### src/rtl/updown_stage.sv
module updown_stage #(
  parameter int W = 4,
  parameter logic [W-1:0] INIT = '0
) (
  input  logic         clk,
  input  logic [1:0]   mode,
  input  logic [W-1:0] din,
  input  logic         cin_n,
  output logic [W-1:0] q,
  output logic         cout_n
);
  localparam logic [1:0] M_LOAD = 2'b00;
  localparam logic [1:0] M_UP   = 2'b01;
  localparam logic [1:0] M_DN   = 2'b10;
  localparam logic [1:0] M_HOLD = 2'b11;
  localparam logic [W-1:0] TOP = '1;
  localparam logic [W-1:0] BOT = '0;

  logic [W-1:0] cnt = INIT;
  logic en;
  logic at_term;

  assign en = !cin_n;

  always_ff @(posedge clk) begin
    case (mode)
      M_LOAD: cnt <= din;
      M_UP:   if (en) cnt <= cnt + 1'b1;
      M_DN:   if (en) cnt <= cnt - 1'b1;
      default: ;
    endcase
  end

  assign at_term = (mode == M_UP && cnt == TOP) || (mode == M_DN && cnt == BOT);
  assign cout_n  = !(en && at_term);
  assign q       = cnt;

  logic started = 1'b0;
  always_ff @(posedge clk) started <= 1'b1;

  assert_load_R2: assert property (@(posedge clk) disable iff (!started)
    ($past(mode) == M_LOAD) |-> (q == $past(din)));
  assert_up_R3: assert property (@(posedge clk) disable iff (!started)
    ($past(mode) == M_UP && !$past(cin_n)) |-> (q == $past(q) + 1'b1));
  assert_down_R4: assert property (@(posedge clk) disable iff (!started)
    ($past(mode) == M_DN && !$past(cin_n)) |-> (q == $past(q) - 1'b1));
  assert_hold_R5: assert property (@(posedge clk) disable iff (!started)
    ($past(mode) == M_HOLD) |-> (q == $past(q)));
  assert_gate_R6: assert property (@(posedge clk) disable iff (!started)
    ($past(mode) != M_LOAD && $past(cin_n)) |-> (q == $past(q)));
  assert_cout_R7: assert property (@(posedge clk) disable iff (!started)
    !cout_n |-> (!cin_n && mode != M_LOAD && mode != M_HOLD));
endmodule

### config.mk
export PLATFORM = sky130hd
export DESIGN_NAME = updown_stage
export DESIGN_NICKNAME = d
export VERILOG_FILES = /design/src/rtl/updown_stage.sv
export SDC_FILE = /design/constraint.sdc
export NUM_CORES = 1
export LEC_CHECK = 0
export ABC_AREA = 0
export BUFFER_PORTS_ARGS = -buffer_cell sky130_fd_sc_hd__buf_2
export CELL_PAD_IN_SITES_DETAIL_PLACEMENT = 1
export CELL_PAD_IN_SITES_GLOBAL_PLACEMENT = 2
export CORE_MARGIN = 3
export CORE_UTILIZATION = 28
export DETAILED_ROUTE_END_ITERATION = 10
export GPL_TIMING_DRIVEN = 1
export PLACE_DENSITY = 0.73
export SLEW_MARGIN = 10
export SYNTH_ARGS = -nofsm -noshare
export SYNTH_HDL_FRONTEND = slang
export SYNTH_SLANG_ARGS = --single-unit
### constraint.sdc
create_clock -name clk -period 2.4 [get_ports clk]
set_input_delay 0.12 -clock clk [delete_from_list [all_inputs] [get_ports clk]]
set_output_delay 0.12 -clock clk [all_outputs]
set_load 0.02 [all_outputs]
==> results of run 1 <==
-- path summary, 6_finish.rpt --
kind | end | depth (start not counted) | start | slack (ns)
min | q[0] | 3 | din[0] | 0.19
min reg2reg | q[0] | 1 | q[0] | 0.75
max | q[2] | 5 | q[1] | 0.84
max reg2reg | q[2] | 5 | q[1] | 0.84
-- metrics by stage --
| stage | instances | setup slack (ns) |
|---|---|---|
| finish | 66 | 0.8361 |
| global route | 66 | 0.6833 |
| CTS | 66 | 0.8249 |
| detailed placement | 63 | 0.7145 |
| global placement | 63 | 0.7811 |
| floorplan | 37 | 0.8016 |
-- metal layers --
| layer | share of wire (%) | global-route usage [%] | routed length [um] | vias up |
|---|---|---|---|---|
| li1 | - | - | - | 167 |
| met3 | 7.8 | 4.721 | 63 | 0 |
| met2 | 49 | 17.02 | 397 | 10 |
| met1 | 43 | 11.34 | 344 | 148 |
| met4 | 0 | 1.863 | 0 | 0 |
| met5 | 0 | 0 | 0 | - |
-- where the power goes --
group	switching [uW]	total (uW)	leakage, uW	internal (uW)
sequential	20.2	117	0.0000400	96.9
clock	25.3	81.1	0.0000138	55.8
combinational	57.4	108	0.000156	51.1
-- cell type report --
class	count	share of cell area (%)
multi-input combinational	31	51.72
sequential	4	25.46
timing repair buffer	12	12.73
clock buffer	3	4.775
tap	14	3.714
inverter	2	1.592
-- cell usage in the layout (no fill, tap or decap) --
master / instances
buf_2: 12
ha_1: 5
edfxtp_1: 4
nand2_1: 3
nor2_1: 3
clkbuf_4: 3
xor2_1: 2
inv_1: 2
mux2_2: 2
nand2b_1: 2
o21a_1: 2
a21oi_1: 1
xnor2_1: 1
o21ai_0: 1
nand3_1: 1
nor4_1: 1
o21bai_1: 1
nor3_1: 1
nand2b_2: 1
o32ai_2: 1
nor4b_1: 1
a22oi_1: 1
nand3b_1: 1
-- worst min-delay path: stages --
cell,delay [ns]
buf_2,0.08
nand2_1,0.04
o21ai_0,0.06
-- cells by family (layout without fill, tap and decap cells) --
family	Yosys count	in the layout	synth area share, %
xor gates and xnor gates	3	3	7.072
muxes	2	2	6.060
buffers and inverters	2	17	2.021
DFF	4	4	32.32
and+or+nand+nor	14	14	20.54
adders and majority gates	5	5	16.84
AOI/OAI and AO/OA	7	7	15.15
==> qor.yml, run 1 <==
outcome:
  status: "completed"
timing:
  maxSlewHeadroom_pct: 77.23
  finalClockSkew_ns: 0.005029
  hold_viol_final: 0
  tns_ns: 0
  holdWs_ns: 0.1870
  rsz0062_at_grt: "no"
  drv_slew: 0
  post-route-min-period_ns: 1.564
  timing.fmax_mhz: 639.4
  setup_viol: 0
  worstMarginPinSlew_ns: 0.3403
  timing.final.crit_share_pct: 65.16
yosys:
  ys_types: 21
  syn_area_per_cell_um2: 10.04
  synth_top_area_cell: "edfxtp_1"
  yosysSeqAreaShare_pct: 32.32
  yosys-top-cells-area: "edfxtp_1 (32%), ha_1 (17%), mux2_2 (6.1%)"
  ys.flop_type: "edfxtp_1"
  synthArstFlopShare_pct: 0
  ys_top_cells_by_count: "ha_1 (5), edfxtp_1 (4), nand2_1 (3), nor2_1 (3)"
  ys_seq_elements: 4
  syn_nets: 50
  syn_inst: 37
  synth_top_area_share_pct: 32.32
  synth_edf_count: 4
  yosys_warnings: 0
  yosysMostFrequentCell: "ha_1"
  syn-cell-area_um2: 371.6
cts:
  cts_inserted_buffers: 3
  cts_resized: 0
  insertion_delay_ns: 0.23
  cts_setup_buffers: 0
  ctsLongestPathBuffers: 2
  cts_max_level: 1
  hold_buffers: 0
  cts_tree: "done"
  clkTransAtPathRegs_ns: 0.04
  root_buffer: "clkbuf_4"
  cts_sinks: 4
detailed_routing:
  post_drt_wl_per_cell_um: 12.20
  ant_nets: 0
  drtPass1Iterations: 2
  route.vias.total: 325
  drt_iter0_drc: 4
  routed_via_density: 4.924
  drc_errors: 0
  wl_um: 805
place:
  portBuffers: 12
  place_congestion: 0.6694
  placed_area_um2: 449.2
  dp_hpwl_um: 687
final_layout:
  multiInputGateArea_um2: 244.0
  diodes: 0
  largest_reg_flops: 4
  area.sequential_um2: 120.1
  postLayoutCoreUtil_pct: 40.28
  design_area_um2: 471.7
  fill_cells: 152
  nets: 67
  syn_to_final_growth_pct: 26.94
  drive_gt1_share_pct: 36.54
worst_setup_path:
  crit_chain: "xor2_1, ha_1, a21oi_1, xnor2_1, mux2_2"
  cp-start-kind: "flop"
  critPathKind: "flop to flop"
  cp_max_fo: 6
  cp.arrival_ns: 1.54
  crit_path_end_kind: "flop"
  required_ns: 2.38
  cp_slowest_cell: "edfxtp_1"
  cpLargestDelayFamily: "flip-flops"
  slowest_delay_ns: 0.46
  path_buf_inv: 0
die:
  placeableCoreArea_um2: 1171
  io_pins: 13
  rows: 12
  fp.dieW_um: 42.43
  dieArea_um2: 1800
  die-height_um: 42.43
  initial_core_util_pct: 31.73
power_and_ir_drop:
  vdd_ir_drop_max_v: 0.0003729
  p_total_uw: 306.7
  power_density_nw_per_um2: 650.2
  leakage_uw: 0.0002094
run:
  cap_violations: 0
global_route:
  grt_first_pass_wirelength_um: 1386
  grt_usage_pct: 9.991
  antenna_found_initial: 0
  overflow: 0
  grt_pass1_vias: 321
  grt_max_degree: 8
min_path:
  hp-class: "primary input to flop"
(Power assumes the default switching activity.)
==> run 2, diff against run 1 <==
- CORE_UTILIZATION: 28 -> 24
- PLACE_DENSITY: 0.73 -> 0.66
- clock period: 2.4 -> 1.42 ns (I/O delays scaled with it)
==> run 2 against run 1 <==
  * The run now ends with setup timing left
  * Critical endpoint unchanged
  * Wire length is 36% higher
  * Highest routed layer is now met4
  * Clock skew down 0.0029 ns
  * Register-to-register slack lost 0.95 ns
  * Total power up 100%
==> qor.yml, run 2 (synthesis results as in run 1) <==
outcome:
  status: "complete, but fails checks"
  violations: "setup timing"
timing:
  drv_slew: 0  # unchanged
  post-route-min-period_ns: 1.534  # -0.02991 ns
  hold_viol_final: 0  # unchanged
  maxSlewHeadroom_pct: 79.74  # +2.5 points
  fin_ws_ns: -0.1140  # -0.9501 ns
  timing.final.crit_share_pct: 108.0  # +43 points
  timing.fmax_mhz: 651.9  # +1.9%
  tns_ns: -0.2848  # -0.2848 ns
  setup_viol: 4  # +4
  worstMarginPinSlew_ns: 0.3039  # -0.03638 ns
  rsz0062_at_grt: "yes"
  finalClockSkew_ns: 0.002137  # -0.002893 ns
die:
  dieArea_um2: 2057  # +14%
  placeableCoreArea_um2: 1383  # +18%
  initial_core_util_pct: 26.88  # -4.9 points
  fp.dieW_um: 45.35  # +6.9%
  die-height_um: 45.35  # +6.9%
  io_pins: 13  # unchanged
  rows: 13  # +1
min_path:
  hp-class: "primary input to flop"
cts:
  cts_tree: "done"
  cts_inserted_buffers: 3  # unchanged
  ctsLongestPathBuffers: 2  # unchanged
  cts_sinks: 4  # unchanged
  insertion_delay_ns: 0.24  # about the same
  root_buffer: "clkbuf_4"
  cts_max_level: 1  # unchanged
  clkTransAtPathRegs_ns: 0.04  # about the same
final_layout:
  drive_gt1_share_pct: 56.25  # +20 points
  syn_to_final_growth_pct: 60.27
  stdcell_count: 79  # +20%
  largest_reg_flops: 4  # unchanged
  fill_cells: 165  # +8.6%
  layout_commonest_cell: "buf_2"
  diodes: 0  # unchanged
  nets: 79  # +18%
  most-common-layout-cells: "buf_2 (12), buf_4 (11), ha_1 (4), edfxtp_1 (4)"
detailed_routing:
  ant_nets: 0  # unchanged
  post_drt_wl_per_cell_um: 13.87  # +14%
  drc_errors: 0  # unchanged
  route.vias.total: 388  # +19%
  routed_via_density: 4.911  # -0.26%
  drtPass1Iterations: 4  # +2
  drt_iter0_drc: 4  # unchanged
  wl_um: 1096  # +36%
place:
  place_congestion: 0.7059  # +5.5%
  dp_hpwl_um: 843.8  # +23%
  dp.cells: 73  # +16%
  portBuffers: 12  # unchanged
global_route:
  grt_pass1_vias: 433  # +35%
  antenna_found_initial: 0  # unchanged
  grt_usage_pct: 12.48  # +2.5 points
  overflow: 0  # unchanged
  grt_max_degree: 8  # unchanged
  grt_first_pass_wirelength_um: 1800  # +30%
worst_setup_path:
  critPathKind: "flop to flop"
  crit_path_end_kind: "flop"
  cp_max_fo: 4  # -2
  cp.arrival_ns: 1.52  # -0.02 ns
  cp-start-kind: "flop"
  required_ns: 1.41  # -0.97 ns
power_and_ir_drop:
  vdd_ir_drop_max_v: 0.0003815  # +2.3%
  power_switching_uw: 213.7  # +110%
  leakage_uw: 0.0002790  # +33%
  internal_power_uw: 403.9  # +98%
  combPwrFrac_pct: 43.9  # +8.5 points
  p_clk_share_pct: 23.8  # -2.6 points
  netSwitchingFraction_pct: 34.61  # +1.0 points
  power_density_nw_per_um2: 1037  # +59%
  seq_power_share_pct: 32.3  # -5.9 points
run:
  cap_violations: 0  # unchanged
-- run 2: per-layer routing --
metal | track usage [%] | wire length (um) | up-vias
li1 | - | - | 190
met1 | 13.25 | 452 | 183
met2 | 22.60 | 585 | 12
met3 | 2.390 | 43 | 3
met4 | 7.018 | 15 | 0
met5 | 0 | 0 | -
-- run 2: worst paths after layout --
check / startpoint / slack [ns] / depth (start not counted) / end
hold reg to reg: q[0] / 0.74 / 1 / q[0]
setup / recovery: q[1] / -0.11 / 5 / q[2]
hold / removal: din[0] / 0.14 / 3 / q[0]
setup reg to reg: q[1] / -0.11 / 5 / q[2]
-- run 2: stage by stage --
| step | hold WS [ns] | total power [uW] | setup slack [ns] | util (%) | area [um2] |
|---|---|---|---|---|---|
| 2_1_floorplan | 0.2622 | 331.8 | -0.1689 | - | 377.9 |
| 3_3_place_gp | 0.3534 | 418.9 | -0.09985 | 37.92 | 524.3 |
| 3_5_place_dp | 0.3705 | 429.3 | -0.1856 | 37.92 | 524.3 |
| 4_1_cts | 0.1227 | 590.1 | -0.1025 | 40.54 | 560.5 |
| 5_1_grt | 0.1442 | 657.9 | -0.1766 | 43.08 | 595.6 |
| 6_report | 0.1364 | 617.6 | -0.1140 | 43.08 | 595.6 |
-- run 2: layout make-up --
cell class | count | area, um2 | share of cell area [%]
multi-input combinational | 31 | 272.8 | 45.80
timing repair buffer | 24 | 153.9 | 25.84
sequential | 4 | 120.1 | 20.17
clock buffer | 3 | 22.52 | 3.782
tap | 15 | 18.77 | 3.151
inverter | 2 | 7.507 | 1.261
-- run 2: critical path: stages, from the launching register on --
cell and delay [ns]:
edfxtp_1 0.44, xor2_1 0.18, ha_2 0.20, a21oi_2 0.11
xnor2_1 0.08, mux2_4 0.27
-- run 2: power groups by stage --
stage                     clock network [uW]  registers [uW]  logic, uW
after floorplan                            0             222        110
after global placement                     0             200        218
after detailed placement                   0             201        228
after CTS                                149             199        242
after global routing                     157             204        298
final                                    147             200        271
-- run 2: what timing repair did --
item | in CTS | in global routing
setup endpoints to repair | 4 | 4
setup buffers | 1 | 2
hold buffers | 0 | 0
gates resized for setup | 1 | 4
pin swaps | 2 | 2
